## src/rtl/anticol_pkg.sv

```systemverilog
package anticol_pkg;
  localparam int SLOTS     = 16;
  localparam int SLOT_W    = $clog2(SLOTS);
  localparam int HDR_BYTES = 3;
  localparam int RES_BYTES = SLOTS + HDR_BYTES;
  localparam int ADDR_W    = $clog2(RES_BYTES);
  localparam int BYTE_W    = 8;

  localparam logic [1:0] ANS_CLEAN = 2'b00;
  localparam logic [1:0] ANS_CRC   = 2'b01;

  typedef enum logic [1:0] {ST_IDLE, ST_SEND, ST_WAIT, ST_HDR} seq_state_e;

  // Result byte for one slot from its answer report.
  function automatic logic [BYTE_W-1:0] slot_byte(input logic [1:0] st,
                                                  input logic [BYTE_W-1:0] id);
    if (st == ANS_CLEAN)    return id;
    else if (st == ANS_CRC) return '1;
    else                    return '0;
  endfunction

  function automatic logic [ADDR_W-1:0] slot_addr(input logic [SLOT_W-1:0] s);
    return ADDR_W'(HDR_BYTES) + ADDR_W'(s);
  endfunction

  // Header write order: bitmap low, bitmap high, then length last.
  function automatic logic [ADDR_W-1:0] hdr_addr(input logic [1:0] idx);
    case (idx)
      2'd0:    return ADDR_W'(1);
      2'd1:    return ADDR_W'(2);
      default: return ADDR_W'(0);
    endcase
  endfunction

  function automatic logic [BYTE_W-1:0] hdr_data(input logic [1:0] idx,
                                                 input logic [SLOTS-1:0] map);
    case (idx)
      2'd0:    return map[7:0];
      2'd1:    return map[15:8];
      default: return BYTE_W'(RES_BYTES - 1);
    endcase
  endfunction
endpackage

```

## src/rtl/anticol_ctrl.sv

```systemverilog
module anticol_ctrl
  import anticol_pkg::*;
(
  input  logic              clk,
  input  logic              rst_n,
  input  logic              start_i,
  input  logic              tx_ready_i,
  input  logic              rx_valid_i,
  output logic              send_phase,
  output logic              hdr_phase,
  output logic              start_acc,
  output logic              slot_done,
  output logic [SLOT_W-1:0] slot_q,
  output logic [1:0]        hdr_idx,
  output logic              busy
);
  seq_state_e state_q;
  logic       last_slot;

  assign start_acc  = start_i && (state_q == ST_IDLE);
  assign slot_done  = rx_valid_i && (state_q == ST_WAIT);
  assign last_slot  = (slot_q == SLOT_W'(SLOTS - 1));
  assign send_phase = (state_q == ST_SEND);
  assign hdr_phase  = (state_q == ST_HDR);
  assign busy       = (state_q != ST_IDLE);

  always_ff @(posedge clk) begin
    if (!rst_n) begin
      state_q <= ST_IDLE;
      slot_q  <= '0;
      hdr_idx <= '0;
    end else begin
      case (state_q)
        ST_IDLE: if (start_acc) begin
          state_q <= ST_SEND;
          slot_q  <= '0;
        end
        ST_SEND: if (tx_ready_i) state_q <= ST_WAIT;
        ST_WAIT: if (rx_valid_i) begin
          if (last_slot) begin
            state_q <= ST_HDR;
            hdr_idx <= '0;
          end else begin
            state_q <= ST_SEND;
            slot_q  <= slot_q + SLOT_W'(1);
          end
        end
        ST_HDR: begin
          if (hdr_idx == 2'(HDR_BYTES - 1)) state_q <= ST_IDLE;
          else hdr_idx <= hdr_idx + 2'd1;
        end
        default: state_q <= ST_IDLE;
      endcase
    end
  end
endmodule

```

## src/rtl/anticol_status.sv

```systemverilog
module anticol_status
  import anticol_pkg::*;
(
  input  logic              clk,
  input  logic              rst_n,
  input  logic              clear,
  input  logic              mark,
  input  logic [SLOT_W-1:0] slot,
  output logic [SLOTS-1:0]  map
);
  always_ff @(posedge clk) begin
    if (!rst_n)     map <= '0;
    else if (clear) map <= '0;
    else if (mark)  map[slot] <= 1'b1;
  end
endmodule

```

## src/rtl/anticol_writer.sv

```systemverilog
module anticol_writer
  import anticol_pkg::*;
#(
  parameter logic [BYTE_W-1:0] CALL_CODE = 8'h06,
  parameter logic [3:0]        MARK_HI   = 4'h6
) (
  input  logic              send_phase,
  input  logic              hdr_phase,
  input  logic              slot_done,
  input  logic [SLOT_W-1:0] slot,
  input  logic [1:0]        hdr_idx,
  input  logic [SLOTS-1:0]  map,
  input  logic [1:0]        rx_status,
  input  logic [BYTE_W-1:0] rx_data,
  output logic              tx_valid,
  output logic [BYTE_W-1:0] tx_cmd,
  output logic              buf_we,
  output logic [ADDR_W-1:0] buf_addr,
  output logic [BYTE_W-1:0] buf_wdata
);
  assign tx_valid = send_phase;
  assign tx_cmd   = (slot == '0) ? CALL_CODE : {MARK_HI, slot};
  assign buf_we   = slot_done || hdr_phase;

  always_comb begin
    if (hdr_phase) begin
      buf_addr  = hdr_addr(hdr_idx);
      buf_wdata = hdr_data(hdr_idx, map);
    end else begin
      buf_addr  = slot_addr(slot);
      buf_wdata = slot_byte(rx_status, rx_data);
    end
  end
endmodule

```

## src/rtl/anticol_seq.sv

```systemverilog
module anticol_seq
  import anticol_pkg::*;
#(
  parameter logic [7:0] CALL_CODE = 8'h06,
  parameter logic [3:0] MARK_HI   = 4'h6
) (
  input  logic       clk,
  input  logic       rst_n,
  input  logic       start_i,
  output logic       busy_o,
  output logic       tx_valid_o,
  input  logic       tx_ready_i,
  output logic [7:0] tx_cmd_o,
  input  logic       rx_valid_i,
  input  logic [1:0] rx_status_i,
  input  logic [7:0] rx_data_i,
  output logic       buf_we_o,
  output logic [4:0] buf_addr_o,
  output logic [7:0] buf_wdata_o
);
  logic              send_phase, hdr_phase, start_acc, slot_done, slot_good;
  logic [SLOT_W-1:0] slot_q;
  logic [1:0]        hdr_idx;
  logic [SLOTS-1:0]  valid_map;

  assign slot_good = slot_done && (rx_status_i == ANS_CLEAN);

  anticol_ctrl ctrl_i (
    .clk(clk), .rst_n(rst_n), .start_i(start_i), .tx_ready_i(tx_ready_i),
    .rx_valid_i(rx_valid_i), .send_phase(send_phase), .hdr_phase(hdr_phase),
    .start_acc(start_acc), .slot_done(slot_done), .slot_q(slot_q),
    .hdr_idx(hdr_idx), .busy(busy_o)
  );

  anticol_status status_i (
    .clk(clk), .rst_n(rst_n), .clear(start_acc), .mark(slot_good),
    .slot(slot_q), .map(valid_map)
  );

  anticol_writer #(.CALL_CODE(CALL_CODE), .MARK_HI(MARK_HI)) writer_i (
    .send_phase(send_phase), .hdr_phase(hdr_phase), .slot_done(slot_done),
    .slot(slot_q), .hdr_idx(hdr_idx), .map(valid_map),
    .rx_status(rx_status_i), .rx_data(rx_data_i), .tx_valid(tx_valid_o),
    .tx_cmd(tx_cmd_o), .buf_we(buf_we_o), .buf_addr(buf_addr_o),
    .buf_wdata(buf_wdata_o)
  );
endmodule

```

## config.mk

```make
export PLATFORM = sky130hd
export DESIGN_NAME = anticol_seq
export DESIGN_NICKNAME = d
export VERILOG_FILES = /design/src/rtl/anticol_pkg.sv /design/src/rtl/anticol_ctrl.sv /design/src/rtl/anticol_status.sv /design/src/rtl/anticol_writer.sv /design/src/rtl/anticol_seq.sv
export SDC_FILE = /design/constraint.sdc
export NUM_CORES = 1
export LEC_CHECK = 0
export ABC_AREA = 1
export BUFFER_PORTS_ARGS = -buffer_cell sky130_fd_sc_hd__buf_2
export CAP_MARGIN = 20
export CORE_ASPECT_RATIO = 1.2
export CORE_MARGIN = 1
export CORE_UTILIZATION = 45
export DETAILED_ROUTE_END_ITERATION = 8
export PLACE_DENSITY = 0.73
export SETUP_SLACK_MARGIN = 0.3
export SLEW_MARGIN = 5
export SYNTH_ARGS = -nofsm -noshare
export SYNTH_HDL_FRONTEND = slang
export SYNTH_SLANG_ARGS = --single-unit
```

## constraint.sdc

```tcl
create_clock -name clk -period 1.5 [get_ports clk]
set_input_delay 0.3 -clock clk [delete_from_list [all_inputs] [get_ports clk]]
set_output_delay 0.3 -clock clk [all_outputs]
set_load 0.03 [all_outputs]
```

==> flow_metrics.py, run 1 <==
metrics = {
    "status": {
        "status": "complete, but fails checks",
        "violations": "setup timing",
    },
    "sta": {
        "fmax_mhz": 576.1,
        "fin_crit_ps": 1736,
        "timing.final.crit_share": 1.157,
        "final_hold_viol_count": 0,
        "setup_ws_ps": -235.9,
        "rsz0062_at_grt": "true",
        "slew_violations": 0,
        "fin_worst_skew_ps": 3.649,
        "finalSetupViolCount": 22,
    },
    "yosys": {
        "yosysTopAreaCellShare": 0.3019,
        "yosys-top-cells-area": "dfxtp_1, nand2_1, inv_1",
        "synth_ff_type": "dfxtp_1",
        "ys_seq_area_frac": 0.3019,
        "netlist_area_um2": 1592,
        "synth_cells": 239,
        "synth.distinct_cells": 25,
        "synth_edf_count": 0,
        "synth_common_cells": "nand2_1, inv_1, nor2_1",
        "synthArstFlopShare": 0,
        "yosys_warnings": 0,
        "syn_avg_cell_area_um2": 6.659,
        "synth_top_cell_by_area": "dfxtp_1",
        "ys_seq_elements": 24,
        "synth.most_common_cell": "nand2_1",
    },
    "clocking": {
        "holdBufCountCts": 0,
        "htreeDepth": 1,
        "clk_pin_slew_worst_paths_ps": 100,
        "cts_made_buffers": 3,
        "clockBufferDepth": 2,
        "cts_tree": "yes",
        "root_buffer": "clkbuf_8",
        "clk_latency_ps": 270,
        "cts.sinks": 24,
    },
    "global_routing": {
        "gr-total-overflow": 0,
        "grt_pass1_wl_mm": 8.721,
        "grt_pass1_vias": 1853,
        "grt.total_usage": 0.3069,
        "antenna_found_initial": 0,
        "grt_max_degree": 17,
    },
    "pwr": {
        "peakVddDrop_mv": 1.642,
        "switching_power_uw": 2020,
        "combPwrFrac": 0.689,
        "sequentialPowerShare": 0.188,
        "power.leakage_uw": 0.001221,
        "internal_power_uw": 2253,
        "p_sw_frac": 0.4727,
        "power.density_nw_per_um2": 1420,
        "clockPowerShare": 0.124,
    },
    "worst_setup_path": {
        "critPathBufInv": 3,
        "cpMaxStageDelayCell": "dfxtp_4",
        "arrival_ps": 1440,
        "cp_top_family": "flip-flops",
        "worstPathRequired_ps": 1200,
        "cp-start-kind": "flop",
        "critPathMaxStageDelay_ps": 380,
        "end_kind": "output port",
        "crit_fanout": 7,
        "crit_chain": "inv_4 -> ha_4 -> inv_8 -> o22ai_2 -> nand2_2 -> o21ai_4 -> buf_6",
        "critPathKind": "reg -> out",
    },
    "final_layout": {
        "diodes": 0,
        "syn2layout_area_growth_pct": 89.07,
        "final_nets": 335,
        "final_core_util": 0.8937,
        "drive_gt1_frac": 0.6871,
    },
    "routing": {
        "ant_nets": 0,
        "vias_per_cell": 5.504,
        "drc": 0,
        "num_vias": 1910,
        "drt-total-wl_mm": 6.995,
        "drt_iter0_markers": 70,
        "first_pass_iters": 5,
        "routedWlPerCell_um": 20.16,
    },
    "floorplanning": {
        "design.core.area_um2": 3367,
        "die_h_um": 67.15,
        "start_util": 0.4727,
        "dieArea_um2": 3780,
        "core.rowCount": 23,
        "fp.dieW_um": 56.29,
        "io_pins": 39,
    },
    "placement": {
        "dpl.hpwl_mm": 2.941,
        "io_buffers": 36,
        "routabilityCongestion": 0.8008,
        "pre_cts_ws_ps": 32.83,
    },
    "run": {
        "max-cap-violations": 0,
    },
    "hold_path": {
        "min_path_type": "in -> reg",
    },
}
==> worst reg2reg max path, stage by stage, from the launching register on <==
cell     delay (ps)
dfxtp_4         410
buf_6           130
inv_4            40
nor2_4          110
buf_6           110
buf_6           100
nand3_4         130
nor2_4          190
nand2_2          80
a21oi_2         160
==> flip-flops by register name, summed over array words and instances, names as in the netlist <==
| register | count |
|---|---|
| ctrl_i.slot_q | 4 |
| ctrl_i.state_q | 2 |
| ctrl_i.hdr_idx | 2 |
| status_i.map | 16 |
==> layer usage <==
layer | wire [µm] | vias to the layer above | track usage | share of wire
met1 | 2489 | 920 | 0.3052 | 0.36
met2 | 3804 | 79 | 0.5982 | 0.54
met4 | 452 | 0 | 0.2134 | 0.065
li1 | - | 879 | - | -
met3 | 248 | 32 | 0.03448 | 0.035
met5 | 0 | - | 0 | 0
==> per-stage QoR <==
stage          cell area, µm²  cells  total power [µW]  TNS (ps)  hold slack [ps]
3_5_place_dp             2061    309              2446         0            457.6
4_1_cts                  2740    341              3734     -1897            313.7
5_1_grt                  3009    347              4398     -3982            371.0
6_report                 3009    347              4273     -2926            372.2
2_1_floorplan            1869    240              2127         0            435.9
3_3_place_gp             2061    309              2428         0            456.3
==> final timing paths <==
path,startpoint,endpoint,slack [ps],depth (start not counted)
hold / removal,rst_n,ctrl_i.state_q[0],370,3
setup reg to reg,ctrl_i.state_q[1],status_i.map[9],-20,9
hold reg to reg,status_i.map[2],status_i.map[2],490,2
setup / recovery,ctrl_i.hdr_idx[0],buf_wdata_o[3],-240,7
==> layout by cell type (no fill, tap or decap), types with 6 or more instances in the layout <==
cell	count
o21ai_4	10
buf_6	38
buf_2	15
nor2_4	11
ha_4	6
nand2_4	14
nor2_2	6
dfxtp_4	7
a21oi_2	16
nor2_1	21
buf_4	18
o22ai_2	7
inv_1	26
inv_4	12
nand2_2	24
dfxtp_1	16
nand2_1	20
==> what timing repair did <==
item	CTS	global route
setup endpoints to repair	44	45
pin swaps	40	36
setup buffers	28	6
resized for setup	117	56
==> layout make-up <==
type	count	area, µm²
Clock buffer	4	66.31
Fill cell	124	357.8
Inverter	45	241.5
Multi-Input combinational cell	163	1449
Sequential cell	24	508.0
Tap cell	37	46.29
Timing Repair Buffer	74	698.2
==> power groups by stage <==
stage	Sequential (µW)	Clock [µW]	Combinational, µW
global route	804	547	3050
global placement	794	0	1630
detailed placement	796	0	1650
CTS	789	524	2420
finish	802	529	2940
floorplan	801	0	1330
==> kinds of logic (layout without fill, tap and decap cells) <==
group                    Yosys count  in the layout  synth area share
AND/OR/NAND/NOR                  108            108            0.2987
buffers and inverters             53            123            0.1486
AO/OA/AOI/OAI                     44             44            0.1777
flip-flops                        24             24            0.3019
adder cells (fa/ha/maj)            9              9           0.07076
other                              1              2          0.002356
Note: power is estimated with default switching activity, not from simulation.
==> run 2, diff against run 1 <==
--- a/config.mk
+++ b/config.mk
@@ -13,7 +13,7 @@
 export CORE_UTILIZATION = 45
 export DETAILED_ROUTE_END_ITERATION = 8
 export PLACE_DENSITY = 0.73
-export SETUP_SLACK_MARGIN = 0.3
+export SETUP_SLACK_MARGIN = 0.5
 export SLEW_MARGIN = 5
 export SYNTH_ARGS = -nofsm -noshare
 export SYNTH_HDL_FRONTEND = slang
==> run 2 against run 1 <==
Against the previous run: the flow still finishes with violations (setup timing); routed wire length is 13% higher; sequential power is 0.5% lower; register-to-register slack worse by 70 ps; count of clock-buffer cells in the layout is 1 lower; sequential cell count stayed put; non-clock buffer count is 6 higher; worst hold slack better by 18 ps; core utilization is 0.48 points higher; critical path depth stayed put; sequential share of layout area hardly changed; first-iteration DRC count is 130% higher; combinational power is 2% higher.
==> flow_metrics.py, run 2 (synthesis results as in run 1) <==
metrics = {
    "final_layout": {
        "top_register": "status_i.map",
        "drive_gt1_frac": 0.6424,
        "reg.largest.list": "status_i.map (16), ctrl_i.slot_q (4)",
        "syn2layout_area_growth_pct": 90.09,
        "diodes": 0,
        "mostFrequentLayoutCells": "buf_6, nand2_1, buf_4",
        "largest_reg_flops": 16,
        "final_nets": 341,
        "mostFrequentLayoutCell": "buf_6",
    },
    "placement": {
        "routabilityCongestion": 0.7975,
        "io_buffers": 36,
        "pre_cts_ws_ps": 33.86,
        "dpl.hpwl_mm": 3.132,
    },
    "global_routing": {
        "gr-total-overflow": 0,
        "grt_pass1_vias": 1847,
        "antenna_found_initial": 0,
        "grt_pass1_wl_mm": 8.397,
        "grt.total_usage": 0.2933,
        "grt_max_degree": 17,
    },
    "sta": {
        "fin_worst_skew_ps": 3.865,
        "final_hold_viol_count": 0,
        "rsz0062_at_grt": "true",
        "slew_violations": 0,
        "timing.final.crit_share": 1.213,
        "finalSetupViolCount": 38,
        "setup_ws_ps": -320.0,
        "fin_crit_ps": 1820,
        "fmax_mhz": 549.5,
        "timing.hold.ws_ps": 389.9,
    },
    "floorplanning": {
        "fp.dieW_um": 56.29,
        "core.rowCount": 23,
        "io_pins": 39,
        "dieArea_um2": 3780,
        "start_util": 0.4727,
        "design.core.area_um2": 3367,
        "die_h_um": 67.15,
    },
    "worst_setup_path": {
        "critPathMaxStageDelay_ps": 380,
        "cp-start-kind": "flop",
        "cpMaxStageDelayCell": "dfxtp_4",
        "arrival_ps": 1520,
        "r2r_cells": 12,
        "crit_chain": "inv_6 -> ha_4 -> inv_6 -> o22ai_1 -> nand2_1 -> o21ai_4 -> buf_6",
        "critPathKind": "reg -> out",
        "end_kind": "output port",
        "critical_path.most_common_cell": "inv_6",
        "timing.rr.end": "ctrl_i.hdr_idx[1]",
        "r2r_setup_slack_ps": -90,
        "crit_fanout": 8,
        "reg2reg_from": "ctrl_i.hdr_idx[0]",
        "worstPathRequired_ps": 1200,
    },
    "pwr": {
        "peakVddDrop_mv": 1.504,
        "power.density_nw_per_um2": 1451,
        "power.leakage_uw": 0.001213,
        "power_uw": 4390,
    },
    "run": {
        "max-cap-violations": 0,
    },
    "clocking": {
        "htreeDepth": 1,
        "root_buffer": "clkbuf_8",
        "clk_latency_ps": 270,
        "cts.sinks": 24,
        "cts_tree": "yes",
        "clockBufferDepth": 2,
        "cts_made_buffers": 3,
        "clk_pin_slew_worst_paths_ps": 90,
    },
    "routing": {
        "routedWlPerCell_um": 22.39,
        "drt_iter0_markers": 162,
        "vias_per_cell": 5.918,
        "num_vias": 2089,
        "drt-total-wl_mm": 7.904,
        "ant_nets": 0,
        "drc": 0,
        "first_pass_iters": 4,
    },
    "status": {
        "status": "complete, but fails checks",
        "violations": "setup timing",
    },
    "hold_path": {
        "min_path_type": "in -> reg",
        "min-delay-start": "rst_n",
        "hold_path_end": "ctrl_i.slot_q[3]",
        "hold_path_depth": 3,
    },
}
-- run 2: cell types whose count changed in the layout (fill, tap and decap cells not counted), moves of 3 or more --
cell     previous run  this run
o22ai_2             7         4
buf_4              18        27
inv_4              12         8
nand2_2            24        13
nand2_1            20        32
-- run 2: worst max-delay path: cells and delay by family (launching register included) --
family / cells / cell delay, ps
AO/OA/AOI/OAI: 2 / 270
adder cells (fa/ha/maj): 1 / 160
buffers and inverters: 3 / 290
flip-flops: 1 / 380
AND/OR/NAND/NOR: 1 / 140
-- run 2: worst max path at each step --
stage | start | end | slack, ps | depth (start not counted)
2_1_floorplan | ctrl_i.slot_q[3] | buf_addr_o[3] | 170 | 4
3_3_place_gp | ctrl_i.hdr_idx[0] | buf_wdata_o[3] | 60 | 7
3_5_place_dp | ctrl_i.hdr_idx[0] | buf_wdata_o[2] | 30 | 7
4_1_cts | ctrl_i.hdr_idx[0] | buf_wdata_o[4] | -170 | 7
5_1_grt | ctrl_i.hdr_idx[1] | buf_wdata_o[6] | -330 | 7
6_report | ctrl_i.hdr_idx[1] | buf_wdata_o[6] | -320 | 7
-- run 2: per-layer routing --
| metal | GRT usage | wire length (µm) | vias to the layer above |
|---|---|---|---|
| met5 | 0 | 0 | - |
| met4 | 0.1768 | 909 | 0 |
| met3 | 0.03640 | 439 | 76 |
| met2 | 0.5938 | 4038 | 129 |
| met1 | 0.2825 | 2517 | 989 |
| li1 | - | - | 895 |
-- run 2: final cells by class --
cell class / count / area [µm²]
clock buffer: 3 / 41.29
inverter: 45 / 250.2
fill: 128 / 341.6
multi-input combinational: 163 / 1404
tap: 37 / 46.29
clock inverter: 1 / 30.03
sequential: 24 / 510.5
timing repair buffer: 80 / 743.2
-- run 2: power by group --
part,switching [µW],internal (µW)
Sequential,91.9,706
Clock,228,357
Combinational,1720,1290
-- run 2: through the flow --
| step | cells | util | cell area, µm² | TNS, ps |
|---|---|---|---|---|
| after global routing | 353 | 0.8986 | 3025 | -5582 |
| final | 353 | 0.8986 | 3025 | -3954 |
| after detailed placement | 309 | 0.6280 | 2115 | 0 |
| after global placement | 309 | 0.6280 | 2115 | 0 |
| after floorplan | 240 | - | 1927 | 0 |
| after CTS | 338 | 0.7878 | 2653 | -1942 |
-- run 2: timing repair --
item	CTS	global route
hold buffers	0	0
resized for setup	87	60
cloned	0	1
setup buffers	25	14
pin swaps	36	32
setup endpoints to repair	46	46
==> run 3, diff against run 2 <==
--- a/config.mk
+++ b/config.mk
@@ -12,7 +12,7 @@
 export CORE_MARGIN = 1
 export CORE_UTILIZATION = 45
 export DETAILED_ROUTE_END_ITERATION = 8
-export PLACE_DENSITY = 0.73
+export PLACE_DENSITY = 0.69
 export SETUP_SLACK_MARGIN = 0.5
 export SLEW_MARGIN = 5
 export SYNTH_ARGS = -nofsm -noshare
==> run 3 against run 2 <==
Against the previous run: the flow still finishes with violations (setup timing); via count is 6.0% lower; first-iteration DRC count fell by 31%; final area is 1.1% higher; non-clock buffer count down 1; sequential power fell by 0.5%; routed wire length fell by 8.3%; final cell count is 0.28% lower; sequential cell count stayed put; setup slack gained 82 ps; core utilization grew 0.97 points; critical path type unchanged; die area unchanged; largest power group unchanged.
==> flow_metrics.py, run 3 (synthesis results as in run 1) <==
metrics = {
    "final_layout": {
        "top_register": "status_i.map",
        "syn2layout_area_growth_pct": 92.14,
        "mostFrequentLayoutCell": "buf_6",
        "reg.largest.list": "status_i.map (16), ctrl_i.slot_q (4)",
        "mostFrequentLayoutCells": "buf_6, inv_1, buf_4",
        "final_nets": 340,
        "largest_reg_flops": 16,
        "finish.instance_area_um2": 3058,
        "n_fill_cell": 128,
        "drive_gt1_frac": 0.6857,
        "diodes": 0,
    },
    "sta": {
        "timing.final.crit_share": 1.159,
        "final_hold_viol_count": 0,
        "slew_violations": 0,
        "fmax_mhz": 575.5,
        "rsz0062_at_grt": "true",
        "finalSetupViolCount": 38,
        "setup_ws_ps": -237.8,
        "fin_worst_skew_ps": 3.333,
        "fin_crit_ps": 1738,
        "timing.hold.ws_ps": 367.4,
    },
    "global_routing": {
        "busiest_layer": "met2",
        "grt_max_degree": 17,
        "use_met2": 0.5774,
        "grt.total_usage": 0.2897,
        "use_met1": 0.3076,
        "grt_pass1_wl_mm": 8.314,
        "antenna_found_initial": 0,
        "gr-total-overflow": 0,
        "grt_use_met3": 0.03257,
        "grt_pass1_vias": 1750,
    },
    "routing": {
        "drt_iter0_markers": 111,
        "drc": 0,
        "ant_nets": 0,
        "drt-total-wl_mm": 7.247,
        "num_vias": 1964,
        "routedWlPerCell_um": 20.59,
        "vias_per_cell": 5.580,
        "first_pass_iters": 4,
    },
    "pwr": {
        "power.density_nw_per_um2": 1450,
        "peakVddDrop_mv": 1.796,
        "power.leakage_uw": 0.001271,
    },
    "floorplanning": {
        "die_h_um": 67.15,
        "start_util": 0.4727,
        "fp.dieW_um": 56.29,
        "io_pins": 39,
        "dieArea_um2": 3780,
        "design.core.area_um2": 3367,
        "core.rowCount": 23,
    },
    "clocking": {
        "cts_made_buffers": 3,
        "htreeDepth": 1,
        "cts_tree": "yes",
        "clk_latency_ps": 270,
        "cts.sinks": 24,
        "root_buffer": "clkbuf_8",
        "clk_pin_slew_worst_paths_ps": 90,
        "clockBufferDepth": 2,
    },
    "placement": {
        "pre_cts_ws_ps": 24.77,
        "dpl.hpwl_mm": 2.933,
        "placed_area_um2": 2102,
        "io_buffers": 36,
        "routabilityCongestion": 0.8475,
    },
    "worst_setup_path": {
        "arrival_ps": 1440,
        "critPathKind": "reg -> out",
        "cp-start-kind": "flop",
        "critical_path.most_common_cell": "inv_6",
        "cpMaxStageDelayCell": "dfxtp_4",
        "critPathMaxStageDelay_ps": 380,
        "worstPathRequired_ps": 1200,
        "end_kind": "output port",
        "crit_chain": "inv_6 -> ha_4 -> inv_6 -> o22ai_1 -> nand2_1 -> o21ai_4 -> buf_6",
        "crit_fanout": 8,
    },
    "status": {
        "violations": "setup timing",
        "status": "complete, but fails checks",
    },
    "hold_path": {
        "min_path_type": "in -> reg",
    },
    "run": {
        "max-cap-violations": 0,
    },
}
-- run 3: changes by cell type in the layout (fill, tap and decap cells not counted), moves of 3 or more --
cell     delta
nand3_1     -3
nand2_1     -8
nand2_4     +3
buf_6       +3
nand3_2     +3
nor2_1      -3
nor2_2      +3
inv_6       +4
nand2_2     +5
-- run 3: final timing paths --
path                       end  slack, ps              start  cells past startpoint
max             buf_wdata_o[6]       -240  ctrl_i.hdr_idx[1]                      7
min          ctrl_i.hdr_idx[1]        370              rst_n                      3
max reg2reg   ctrl_i.slot_q[0]       -140  ctrl_i.state_q[0]                     11
min reg2reg    status_i.map[2]        500    status_i.map[2]                      2
-- run 3: through the flow --
| stage | TNS (ps) | cells | utilization | power, µW |
|---|---|---|---|---|
| 4_1_cts | -2011 | 338 | 0.8131 | 3809 |
| 3_3_place_gp | 0 | 309 | 0.6243 | 2482 |
| 3_5_place_dp | 0 | 309 | 0.6243 | 2488 |
| 5_1_grt | -5716 | 352 | 0.9082 | 4569 |
| 2_1_floorplan | 0 | 240 | - | 2184 |
| 6_report | -4343 | 352 | 0.9082 | 4433 |
-- run 3: final cells by class --
class	instances	area, µm²	area share
Clock buffer	3	41.29	0.01350
Clock inverter	1	30.03	0.009820
Inverter	45	256.5	0.08388
Multi-Input combinational cell	163	1461	0.4779
Sequential cell	24	510.5	0.1669
Tap cell	37	46.29	0.01514
Timing Repair Buffer	79	711.9	0.2328
-- run 3: what timing repair did --
action / CTS / global route
hold buffers: 0 / 0
resized for setup: 106 / 61
cloned: 0 / 0
buffers inserted: 25 / 14
endpoints found under the hold margin: 0 / 0
setup endpoints to repair: 46 / 46
pin swaps: 25 / 33
-- run 3: critical path, delay by kind of cell (launching register included) --
family,cells,cell delay (ps)
DFF,1,380
buffers and inverters,3,270
AOI/OAI and AO/OA,2,230
adders and majority gates,1,160
and+or+nand+nor,1,120
-- run 3: power breakdown --
part           switching, µW  total, µW  internal [µW]  leakage (µW)
Clock                    231        588            357     0.0000357
Combinational           1770       3050           1280       0.00104
Sequential              88.3        794            706      0.000200
-- run 3: metal layers --
layer	part of all wire	up-vias
met5	0	-
met4	0.055	0
met3	0.048	38
met2	0.52	100
met1	0.38	934
li1	-	892
